<file path="src/rtl/smu_pkg.sv">
// Package: shared sizes and the bit-operation encoding for the scratchpad unit.
// Assumes an 8-bit data path and a 128-byte scratchpad (half of an 8-bit space).
package smu_pkg;
    localparam int unsigned SMU_DW       = 8;
    localparam int unsigned SMU_EXT_AW   = 8;
    localparam int unsigned SMU_DEPTH    = 128;
    localparam int unsigned SMU_BANKS    = 4;
    localparam int unsigned SMU_REGS     = 8;
    localparam int unsigned SMU_BIT_BASE = 32;

    typedef enum logic [1:0] {
        BIT_IDLE = 2'd0,
        BIT_READ = 2'd1,
        BIT_SET  = 2'd2,
        BIT_CLR  = 2'd3
    } bit_op_e;
endpackage

</file>
<file path="src/rtl/smu_bank_resolve.sv">
// Module: maps a working-register index and a pointer select onto scratchpad
// byte addresses in the active bank (bank * REGS + index).
// Assumes REGS and BANKS are powers of two, so the mapping is a concatenation.
module smu_bank_resolve #(
    parameter int unsigned BANKS = smu_pkg::SMU_BANKS,
    parameter int unsigned REGS  = smu_pkg::SMU_REGS,
    parameter int unsigned AW    = 7,
    localparam int unsigned BANK_W = $clog2(BANKS),
    localparam int unsigned REG_W  = $clog2(REGS)
) (
    input  logic [BANK_W-1:0] bank_i,
    input  logic [REG_W-1:0]  reg_idx_i,
    input  logic              ptr_sel_i,
    output logic [AW-1:0]     reg_addr_o,
    output logic [AW-1:0]     ptr_addr_o
);
    // Register operand address: bank number on top, register index below.
    always_comb reg_addr_o = AW'({bank_i, reg_idx_i});

    // Pointer register address: R0 or R1 of the same bank.
    always_comb ptr_addr_o = AW'({bank_i, {(REG_W-1){1'b0}}, ptr_sel_i});
endmodule

</file>
<file path="src/rtl/smu_bit_decode.sv">
// Module: splits a bit address into a target byte and a bit position.
// Lower half goes to the bit window at BIT_BASE, upper half to the register side
// port at the address with the position bits cleared.
module smu_bit_decode #(
    parameter int unsigned EXT_AW   = smu_pkg::SMU_EXT_AW,
    parameter int unsigned DW       = smu_pkg::SMU_DW,
    parameter int unsigned AW       = 7,
    parameter int unsigned BIT_BASE = smu_pkg::SMU_BIT_BASE,
    localparam int unsigned POS_W   = $clog2(DW)
) (
    input  logic [EXT_AW-1:0] bit_addr_i,
    output logic              is_sfr_o,
    output logic [AW-1:0]     ram_byte_o,
    output logic [EXT_AW-1:0] sfr_byte_o,
    output logic [POS_W-1:0]  pos_o
);
    localparam logic [AW-1:0] BASE_A = AW'(BIT_BASE);

    // Side-port selection by the top address bit.
    always_comb is_sfr_o = bit_addr_i[EXT_AW-1];

    // Bit position within the byte.
    always_comb pos_o = bit_addr_i[POS_W-1:0];

    // Window byte: base plus the byte index held above the position bits.
    always_comb ram_byte_o = BASE_A + AW'(bit_addr_i[EXT_AW-2:POS_W]);

    // Side-port byte: the address aligned down to a byte boundary of bits.
    always_comb sfr_byte_o = {bit_addr_i[EXT_AW-1:POS_W], {POS_W{1'b0}}};
endmodule

</file>
<file path="src/rtl/smu_ram_array.sv">
// Module: flop-based storage with N_RD combinational read ports and N_WR write
// ports. On a same-entry collision the lowest-numbered write port wins.
// Contents are not reset; callers initialise them.
module smu_ram_array #(
    parameter int unsigned DEPTH = smu_pkg::SMU_DEPTH,
    parameter int unsigned DW    = smu_pkg::SMU_DW,
    parameter int unsigned N_RD  = 4,
    parameter int unsigned N_WR  = 3,
    localparam int unsigned AW   = $clog2(DEPTH)
) (
    input  logic                         clk,
    input  logic                         rst_n,
    input  logic [N_WR-1:0]              wr_en,
    input  logic [N_WR-1:0][AW-1:0]      wr_addr,
    input  logic [N_WR-1:0][DW-1:0]      wr_data,
    input  logic [N_RD-1:0][AW-1:0]      rd_addr,
    output logic [N_RD-1:0][DW-1:0]      rd_data
);
    logic [DW-1:0] cell_w [DEPTH];

    for (genvar e = 0; e < DEPTH; e++) begin : g_cell
        logic [DW-1:0] cell_q;
        logic [DW-1:0] cell_d;

        // Next value: hold, or take the highest-priority write aimed here.
        always_comb begin
            cell_d = cell_q;
            for (int p = N_WR - 1; p >= 0; p--) begin
                if (wr_en[p] && (wr_addr[p] == AW'(e))) cell_d = wr_data[p];
            end
        end

        // Storage flop for this entry.
        always_ff @(posedge clk) cell_q <= cell_d;

        assign cell_w[e] = cell_q;
    end

    for (genvar r = 0; r < N_RD; r++) begin : g_rd
        assign rd_data[r] = cell_w[rd_addr[r]];
    end

    // Port 0 has top priority, so its write must always land (R11).
    assert_port0_lands_R11: assert property (@(posedge clk) disable iff (!rst_n)
        wr_en[0] |=> (cell_w[$past(wr_addr[0])] == $past(wr_data[0])));
endmodule

</file>
<file path="src/rtl/scratch_mem_unit.sv">
// Module: top of the banked, bit-addressable scratchpad. Holds the bank
// selector, routes byte/register/bit accesses to storage or to the register
// side port, and registers all read data.
// Assumes DEPTH is half of the 2**EXT_AW space and sfr_rdata_i is combinational.
module scratch_mem_unit #(
    parameter int unsigned DW       = smu_pkg::SMU_DW,
    parameter int unsigned EXT_AW   = smu_pkg::SMU_EXT_AW,
    parameter int unsigned DEPTH    = smu_pkg::SMU_DEPTH,
    parameter int unsigned BANKS    = smu_pkg::SMU_BANKS,
    parameter int unsigned REGS     = smu_pkg::SMU_REGS,
    parameter int unsigned BIT_BASE = smu_pkg::SMU_BIT_BASE,
    localparam int unsigned AW      = $clog2(DEPTH),
    localparam int unsigned BANK_W  = $clog2(BANKS),
    localparam int unsigned REG_W   = $clog2(REGS),
    localparam int unsigned POS_W   = $clog2(DW)
) (
    input  logic              clk,
    input  logic              rst_n,
    input  logic              bank_we_i,
    input  logic [BANK_W-1:0] bank_wdata_i,
    output logic [BANK_W-1:0] bank_o,
    input  logic [REG_W-1:0]  reg_idx_i,
    input  logic              reg_we_i,
    input  logic [DW-1:0]     reg_wdata_i,
    output logic [DW-1:0]     reg_rdata_o,
    input  logic              byte_en_i,
    input  logic              byte_we_i,
    input  logic              byte_ind_i,
    input  logic              byte_ptr_i,
    input  logic [EXT_AW-1:0] byte_addr_i,
    input  logic [DW-1:0]     byte_wdata_i,
    output logic [DW-1:0]     byte_rdata_o,
    input  logic [1:0]        bit_op_i,
    input  logic [EXT_AW-1:0] bit_addr_i,
    output logic              bit_rdata_o,
    output logic [EXT_AW-1:0] sfr_addr_o,
    output logic              sfr_re_o,
    output logic              sfr_we_o,
    output logic [DW-1:0]     sfr_wdata_o,
    input  logic [DW-1:0]     sfr_rdata_i
);
    import smu_pkg::*;

    localparam int unsigned RD_BYTE = 0;
    localparam int unsigned RD_REG  = 1;
    localparam int unsigned RD_BIT  = 2;
    localparam int unsigned RD_PTR  = 3;
    localparam int unsigned WR_BIT  = 0;
    localparam int unsigned WR_BYTE = 1;
    localparam int unsigned WR_REG  = 2;

    bit_op_e                 op;
    logic [BANK_W-1:0]       bank_q;
    logic [AW-1:0]           reg_addr;
    logic [AW-1:0]           ptr_addr;
    logic                    bit_is_sfr;
    logic [AW-1:0]           bit_ram_addr;
    logic [EXT_AW-1:0]       bit_sfr_addr;
    logic [POS_W-1:0]        bit_pos;
    logic [2:0]              wr_en;
    logic [2:0][AW-1:0]      wr_addr;
    logic [2:0][DW-1:0]      wr_data;
    logic [3:0][AW-1:0]      rd_addr;
    logic [3:0][DW-1:0]      rd_data;
    logic [DW-1:0]           ptr_val;
    logic [AW-1:0]           byte_ram_addr;
    logic                    byte_is_sfr;
    logic                    bit_active;
    logic                    bit_modify;
    logic                    bit_sfr;
    logic [DW-1:0]           bit_src;
    logic [DW-1:0]           bit_mask;
    logic [DW-1:0]           bit_new;
    logic [DW-1:0]           byte_rdata_q;
    logic [DW-1:0]           reg_rdata_q;
    logic                    bit_rdata_q;
    logic                    unused_ptr_hi;

    assign op = bit_op_e'(bit_op_i);

    // Bank selector register; reset picks bank 0.
    always_ff @(posedge clk) begin
        if (!rst_n)         bank_q <= '0;
        else if (bank_we_i) bank_q <= bank_wdata_i;
    end

    smu_bank_resolve #(.BANKS(BANKS), .REGS(REGS), .AW(AW)) u_bank (
        .bank_i     (bank_q),
        .reg_idx_i  (reg_idx_i),
        .ptr_sel_i  (byte_ptr_i),
        .reg_addr_o (reg_addr),
        .ptr_addr_o (ptr_addr)
    );

    smu_bit_decode #(.EXT_AW(EXT_AW), .DW(DW), .AW(AW), .BIT_BASE(BIT_BASE)) u_bitdec (
        .bit_addr_i (bit_addr_i),
        .is_sfr_o   (bit_is_sfr),
        .ram_byte_o (bit_ram_addr),
        .sfr_byte_o (bit_sfr_addr),
        .pos_o      (bit_pos)
    );

    // Byte-port address: pointer contents (top bit dropped) or direct address.
    always_comb begin
        ptr_val       = rd_data[RD_PTR];
        byte_ram_addr = byte_ind_i ? ptr_val[AW-1:0] : byte_addr_i[AW-1:0];
        byte_is_sfr   = byte_en_i & ~byte_ind_i & byte_addr_i[EXT_AW-1];
    end
    assign unused_ptr_hi = ^ptr_val[DW-1:AW];

    // Bit operation decode and read-modify-write value.
    always_comb begin
        bit_active = (op != BIT_IDLE);
        bit_modify = (op == BIT_SET) || (op == BIT_CLR);
        bit_sfr    = bit_active & bit_is_sfr;
        bit_src    = bit_is_sfr ? sfr_rdata_i : rd_data[RD_BIT];
        bit_mask   = DW'(1) << bit_pos;
        bit_new    = (op == BIT_SET) ? (bit_src | bit_mask) : (bit_src & ~bit_mask);
    end

    // Storage read and write port wiring; port order sets write priority.
    always_comb begin
        rd_addr[RD_BYTE] = byte_ram_addr;
        rd_addr[RD_REG]  = reg_addr;
        rd_addr[RD_BIT]  = bit_ram_addr;
        rd_addr[RD_PTR]  = ptr_addr;
        wr_en[WR_BIT]    = bit_modify & ~bit_is_sfr;
        wr_addr[WR_BIT]  = bit_ram_addr;
        wr_data[WR_BIT]  = bit_new;
        wr_en[WR_BYTE]   = byte_en_i & byte_we_i & ~byte_is_sfr;
        wr_addr[WR_BYTE] = byte_ram_addr;
        wr_data[WR_BYTE] = byte_wdata_i;
        wr_en[WR_REG]    = reg_we_i;
        wr_addr[WR_REG]  = reg_addr;
        wr_data[WR_REG]  = reg_wdata_i;
    end

    smu_ram_array #(.DEPTH(DEPTH), .DW(DW), .N_RD(4), .N_WR(3)) u_ram (
        .clk     (clk),
        .rst_n   (rst_n),
        .wr_en   (wr_en),
        .wr_addr (wr_addr),
        .wr_data (wr_data),
        .rd_addr (rd_addr),
        .rd_data (rd_data)
    );

    // Side port: a bit operation owns it, otherwise a direct upper-half byte access.
    always_comb begin
        sfr_addr_o  = bit_sfr ? bit_sfr_addr : byte_addr_i;
        sfr_re_o    = bit_sfr | (byte_is_sfr & ~byte_we_i);
        sfr_we_o    = bit_sfr ? bit_modify : (byte_is_sfr & byte_we_i);
        sfr_wdata_o = bit_sfr ? bit_new : byte_wdata_i;
    end

    // Read-data registers: capture pre-edge contents.
    always_ff @(posedge clk) begin
        if (!rst_n) begin
            byte_rdata_q <= '0;
            reg_rdata_q  <= '0;
            bit_rdata_q  <= 1'b0;
        end else begin
            if (byte_en_i)  byte_rdata_q <= byte_is_sfr ? sfr_rdata_i : rd_data[RD_BYTE];
            reg_rdata_q <= rd_data[RD_REG];
            if (bit_active) bit_rdata_q <= bit_src[bit_pos];
        end
    end

    assign bank_o       = bank_q;
    assign byte_rdata_o = byte_rdata_q;
    assign reg_rdata_o  = reg_rdata_q;
    assign bit_rdata_o  = bit_rdata_q;

    // Bank selector only moves on a load (R4).
    assert_bank_hold_R4: assert property (@(posedge clk) disable iff (!rst_n)
        !bank_we_i |=> $stable(bank_o));

    // Indirect byte accesses never reach the side port (R5).
    assert_ind_no_sfr_R5: assert property (@(posedge clk) disable iff (!rst_n)
        (byte_en_i && byte_ind_i && (op == BIT_IDLE)) |-> (!sfr_re_o && !sfr_we_o));

    // Direct upper-half byte access is forwarded unchanged (R6).
    assert_direct_fwd_R6: assert property (@(posedge clk) disable iff (!rst_n)
        (byte_en_i && !byte_ind_i && byte_addr_i[EXT_AW-1] && (op == BIT_IDLE))
        |-> ((sfr_addr_o == byte_addr_i) && (sfr_we_o == byte_we_i)));

    // Side-port bit set/clear changes at most one bit of the register (R9).
    assert_sfr_one_bit_R9: assert property (@(posedge clk) disable iff (!rst_n)
        (bit_sfr && sfr_we_o) |-> ($countones(sfr_wdata_o ^ sfr_rdata_i) <= 1));

    // Side-port writes only ever target the upper half (R6).
    assert_sfr_upper_R6: assert property (@(posedge clk) disable iff (!rst_n)
        sfr_we_o |-> sfr_addr_o[EXT_AW-1]);
endmodule

</file>
<file path="config.mk">
export PLATFORM = sky130hd
export DESIGN_NAME = scratch_mem_unit
export DESIGN_NICKNAME = d
export VERILOG_FILES = /design/src/rtl/smu_pkg.sv /design/src/rtl/smu_bank_resolve.sv /design/src/rtl/smu_bit_decode.sv /design/src/rtl/smu_ram_array.sv /design/src/rtl/scratch_mem_unit.sv
export SDC_FILE = /design/constraint.sdc
export NUM_CORES = 2
export LEC_CHECK = 0
export BUFFER_PORTS_ARGS = -buffer_cell sky130_fd_sc_hd__buf_2
export CAP_MARGIN = 20
export CORE_ASPECT_RATIO = 1.2
export CORE_MARGIN = 4
export CORE_UTILIZATION = 45
export DETAILED_ROUTE_END_ITERATION = 8
export HOLD_SLACK_MARGIN = 0.1
export PLACE_DENSITY = 0.58
export SYNTH_ARGS = -nofsm -noshare
export SYNTH_HDL_FRONTEND = slang
export SYNTH_SLANG_ARGS = --single-unit
</file>
<file path="constraint.sdc">
create_clock -name clk -period 9.5 [get_ports clk]
set_input_delay 1.425 -clock clk [delete_from_list [all_inputs] [get_ports clk]]
set_output_delay 1.425 -clock clk [all_outputs]
set_load 0.01 [all_outputs]
</file>
**Word level (Yosys, flattened, before mapping)**

Cells that the tools add are included.

- Register bits: 1043
- Bits of input ports: 55
- Output and inout bits: 37
- Word-level logic and storage cells: 1176

- Add/sub/neg operators: 1
- $lt $le $gt $ge: 5
- Eq/ne operators: 287
- Shifts and indexed selects: 1
- Multiplexer cells: 309
- Bitwise logic cells: 20
- Reductions and logical operators: 421

Operators with widths:

| kind | number |
|---|---|
| $mux W8 | 299 |
| $eq A7 B7 Y1 const B | 128 |
| $eq A7 B6 Y1 const B | 64 |
| $logic_and A1 B1 Y1 | 288 |
| $bmux W8 S7 | 4 |
| $eq A7 B5 Y1 const B | 32 |
| $reduce_bool A2 Y1 | 97 |
| $eq A7 B4 Y1 const B | 16 |
| $reduce_bool A3 Y1 | 32 |
| $eq A5 B5 Y1 const B | 16 |
| $eq A7 B3 Y1 const B | 8 |
| $eq A5 B4 Y1 const B | 8 |
| $ge A8 B8 Y1 const B | 4 |
| $eq A7 B2 Y1 const B | 4 |
| $logic_not A7 Y1 | 3 |
| $mux W7 | 3 |
| $eq A5 B3 Y1 const B | 4 |
| $not A5 Y8 | 2 |
| $not A7 Y8 | 2 |
| $eq A7 B1 Y1 const B | 2 |
| $eq A5 B2 Y1 const B | 2 |
| $and A1 B1 Y1 | 8 |
| $and A8 B8 Y8 | 1 |
| $not A8 Y8 | 1 |
| other kinds (11) | 16 |

**Longest topological paths before layout**

- Depth after elaboration: 10
- Depth in mapped cells: 17
- Depth with buffers taken out: 10

**Cells and area by module**

A second synthesis with hierarchy kept.

- Cell total of the unflattened synthesis: 7273
- Area total of the unflattened synthesis: 89794.9 um^2

Modules (own cells, without submodules):

| module | instances | cells each | area an instance (um^2) | sequential area each (um^2) |
|---|---|---|---|---|
| smu_ram_array | 1 | 7084 | 88028.2 | 30749.5 |
| scratch_mem_unit | 1 | 153 | 1507.7 | 380.4 |
| smu_bit_decode | 1 | 21 | 150.1 | 0.0 |
| smu_bank_resolve | 1 | 15 | 108.9 | 0.0 |

**Worst setup path after synthesis**

Ideal clock, no wire load.

- Path type: input -> output
- Start point: input bit_addr_i[3]
- End point: output sfr_wdata_o[1]
- Data arrival time: 3.635 ns
- Required time: 8.075 ns
- Slack: 4.440 ns
- Stages on the path: 7
- Path buffers: 2
- Cell sequence: buf_2 > buf_2 > mux4_2 > mux4_2 > mux2i_1 > mux2i_1 > mux2_2

- Longest elaborated chain between the ends: 9
- Elaborated cells between the ends (all ways): 10
- Those cells by class: 1 x add/sub; 6 x mux; 3 x bitwise

Ends and longest elaborated chain:

| element | line | text |
|---|---|---|
| from (decl) | scratch_mem_unit.sv:34 | `input logic [EXT_AW-1:0] bit_addr_i,` |
| $add A6 B4 Y7 (*) | smu_bit_decode.sv:26 | `always_comb ram_byte_o = BASE_A + AW'(bit_addr_i[EXT_AW-2:POS_W]);` |
| $not A7 Y8 (implied by the code) (*) | smu_ram_array.sv:40 | `assign rd_data[r] = cell_w[rd_addr[r]];` |
| $bmux W8 S7 (*) | smu_ram_array.sv:40 |  |
| $mux W8 (implied by the code) (*) (2 in series) | smu_ram_array.sv:40 |  |
| $mux W8 (*) | scratch_mem_unit.sv:116 | `bit_src = bit_is_sfr ? sfr_rdata_i : rd_data[RD_BIT];` |
| $and A8 B8 Y8 / $or A8 B8 Y8 (equally long branches) | scratch_mem_unit.sv:118 | `bit_new = (op == BIT_SET) ? (bit_src \| bit_mask) : (bit_src & ~bit_mask);` |
| $mux W8 (*) | scratch_mem_unit.sv:118 |  |
| $mux W8 (*) | scratch_mem_unit.sv:153 | `sfr_wdata_o = bit_sfr ? bit_new : byte_wdata_i;` |
| to (decl) | scratch_mem_unit.sv:39 | `output logic [DW-1:0] sfr_wdata_o,` |

Every way passes the cells marked *; elsewhere a longest branch is shown, timed or not. The select of a mux whose other input is x is not followed.

**Worst setup path in the final report**

- Start point: input bit_addr_i[3]
- End point: output sfr_wdata_o[7]

The elaborated chain is that of the path after synthesis.

==> summary.txt <==
Logic pwr share: 0.130
Yosys reg bits: 1,043
asr flop ratio synth: 0
headroom to the max-slew limit: 0.207
Worst path top cell family by delay: multiplexers
PostCTS Resize Cnt: 0
routed vias/inst: 6.46
CTS tree: done
M1 WL: 70,800 um
Die ar.: 119,000 sq um
Main synth FF type: edfxtp_1
Worst path slowest cell: mux4_2
clk slew on worst S/H paths: 60 ps
Netlist cell types: 70
most common cell after layout, fill and taps aside: edfxtp_1
# fillers: 9,892
DP HPWL: 112,000 um
Worst EP required: 8080 ps
Final Wtd Congestion: 0.935
total power: 10.7 mW
CP Buf/Inv Count: 3
latest clock arrival within the worst-skew pair: 740 ps
DRT Wirelength: 178,000 um
area of the multi-input gates: 18,200 sq um
Setup Skew: 44.9 ps
switch share: 0.264
largest net degree at the start of global routing: 151
nets: 3,890
status: completed
Post-Syn Area: 51,000 sq um
top sig layer: met5
CTS Hold Bufs: 0
Int Pwr: 7.86 mW
Worst setup EP type: primary output
initial antenna violation count: 9
Register Area: 31,100 sq um
Hold Path Class: reg -> reg
syn nets: 3,928
synthesized area per cell: 13.2 sq um
worst path arrival time: 4590 ps
Chip Height: 377 um
H-tree levels: 3
sequential area share after synthesis: 0.611
# DRC: 0
Setup WS post-layout: 3490 ps
power share of the clock group: 0.393
pwr/cell area: 191 nW/um^2
DR vias: 35,100
switching power: 2.82 mW
Clock Sinks: 1,043
met2 WL: 81,500 um
Leak: 18.8 nW
RSZ-0062 raised after global routing: no
Reg power frac: 0.477
area delta synth->final: 9.84%
DR iter-0 viols: 4,948
die width: 315 um
setup TNS: 0 ps
post-route ant nets: 0
critical-path cell list: buf_2, buf_4, mux4_2, mux4_2, mux2i_1, mux2i_2, mux2_2, buf_2
Worst path max stage delay: 630 ps
Wirelength per Cell: 32.8 um
port bufs: 91
crit path launch type: input port
Inserted Clock Buffers: 105
fmax: 166 MHz
gr usage total: 0.295
number of flops mapped to enable cells by yosys: 1,024
number of global-route vias before repair: 33,300
DR pass1 iterations: 6
layout cells sized above 1: 0.233
warning count from the yosys run: 0
CP Class: in -> out
period utilisation layout: 0.633
VDD IR max: 0.154 mV
Least-Margin Pin Slew: 1190 ps
clk root buf: clkbuf_16
grt total ovfl: 0
Final Hold Fails: 0
Final Max Slew Viols: 0
first-pass GRT wire length: 252,000 um
CORE AREA: 113,000 sq um
# setup viols final: 0
Final min period: 6010 ps
commonest cells after routing, fill and taps aside: edfxtp_1 (1,024), nand2_1 (876), mux2_2 (389), nand3_1 (210), mux4_2 (146)
pre-CTS setup slack: 3070 ps
Hold WS: 479 ps
maximum buffer depth of the clock tree: 3
Initial Util: 0.453
# IOs: 92
Post-Syn Instances: 3,873
met3 WL: 16,600 um
buffer count from post-CTS setup fixing: 0
Cell Rows: 135
CP Max Fanout: 26
max cap viols: 0
-- area by class of cell --
cell class                      instances  share of cell area
Inverter                               11            0.000737
Tap cell                             1507              0.0337
Sequential cell                      1043               0.556
Clock inverter                         58              0.0101
Timing Repair Buffer                  186              0.0236
Clock buffer                          134              0.0503
Antenna cell                            5            0.000223
Multi-Input combinational cell       2488               0.326
-- sequential cells by signal, indices dropped and copies added, names as in the netlist --
register,flops
bank_o,2
bit_rdata_o,1
byte_rdata_o,8
reg_rdata_o,8
u_ram.g_cell.cell_q,1024
-- metal layers --
metal | track usage | up-vias
met1 | 0.405 | 18000
li1 | - | 14600
met3 | 0.0565 | 393
met5 | 0 | -
met2 | 0.455 | 2022
met4 | 0.138 | 6
-- cells in the mapped netlist (5+ instances only) --
cell	count	area, sq um
mux4_2	146	3290
o31ai_1	6	45.0
o22ai_1	23	144
nor4_1	6	37.5
nand4_1	7	43.8
nor2_4	5	56.3
nand2_1	876	3290
buf_1	27	101
nor2b_1	23	144
a22oi_1	12	90.1
a211oi_1	22	165
a21oi_1	57	285
nor2_1	120	450
inv_1	10	37.5
and2_1	9	56.3
buf_6	26	293
mux2i_1	136	1360
edfxtp_1	1024	30700
a31oi_1	62	388
mux2_1	8	90.1
mux2_2	389	4380
clkbuf_1	151	567
a32oi_1	19	166
buf_4	28	210
o21ai_1	5	25.0
a32o_1	23	230
o21ai_0	43	215
buf_2	98	490
a221oi_1	11	96.3
a311oi_1	91	797
nand2b_1	7	43.8
nor3_1	11	55.1
nand3_1	210	1050
a21o_1	5	37.5
o21bai_1	5	37.5
dfxtp_1	19	380
and3_1	90	563
nor2_2	12	75.1
-- final timing paths --
path | start | cells after the start | end | slack, ps
worst max-delay path | bit_addr_i[3] | 8 | sfr_wdata_o[7] | 3490
worst min-delay path | bit_rdata_o | 2 | bit_rdata_o | 480
worst max register to register | bank_o[0] | 8 | u_ram.g_cell[26].cell_q[5] | 3940
worst min register to register | bit_rdata_o | 2 | bit_rdata_o | 480
-- cells by family after synthesis --
| logic type | after synthesis | share of synthesized area |
|---|---|---|
| buf+inv | 342 | 0.0337 |
| flops | 1043 | 0.611 |
| mux | 679 | 0.179 |
| compound gates | 414 | 0.0592 |
| simple gates | 1395 | 0.118 |
-- power by group through the flow --
stage / sequential, mW / clock [mW] / combinational (mW)
final: 5.10 / 4.20 / 1.38
after detailed placement: 5.20 / 0 / 1.35
after CTS: 5.10 / 4.22 / 1.36
after global placement: 5.20 / 0 / 1.35
after global routing: 5.10 / 4.40 / 1.44
after floorplan: 5.19 / 0 / 0.811
-- stage by stage --
| step | util | cells | area [sq um] |
|---|---|---|---|
| after floorplan | - | 3873 | 51000 |
| after global placement | 0.466 | 5229 | 52600 |
| after detailed placement | 0.467 | 5232 | 52600 |
| after CTS | 0.497 | 5424 | 56000 |
| after global routing | 0.497 | 5427 | 56000 |
| final | 0.497 | 5432 | 56000 |
-- worst min-delay path: cells and delay by family, from the launching register on --
kind / cells / cell delay (ps)
AOI/OAI and AO/OA: 1 / 70
DFF: 1 / 310
and+or+nand+nor: 1 / 50
Power figures use the tool's default switching activity.
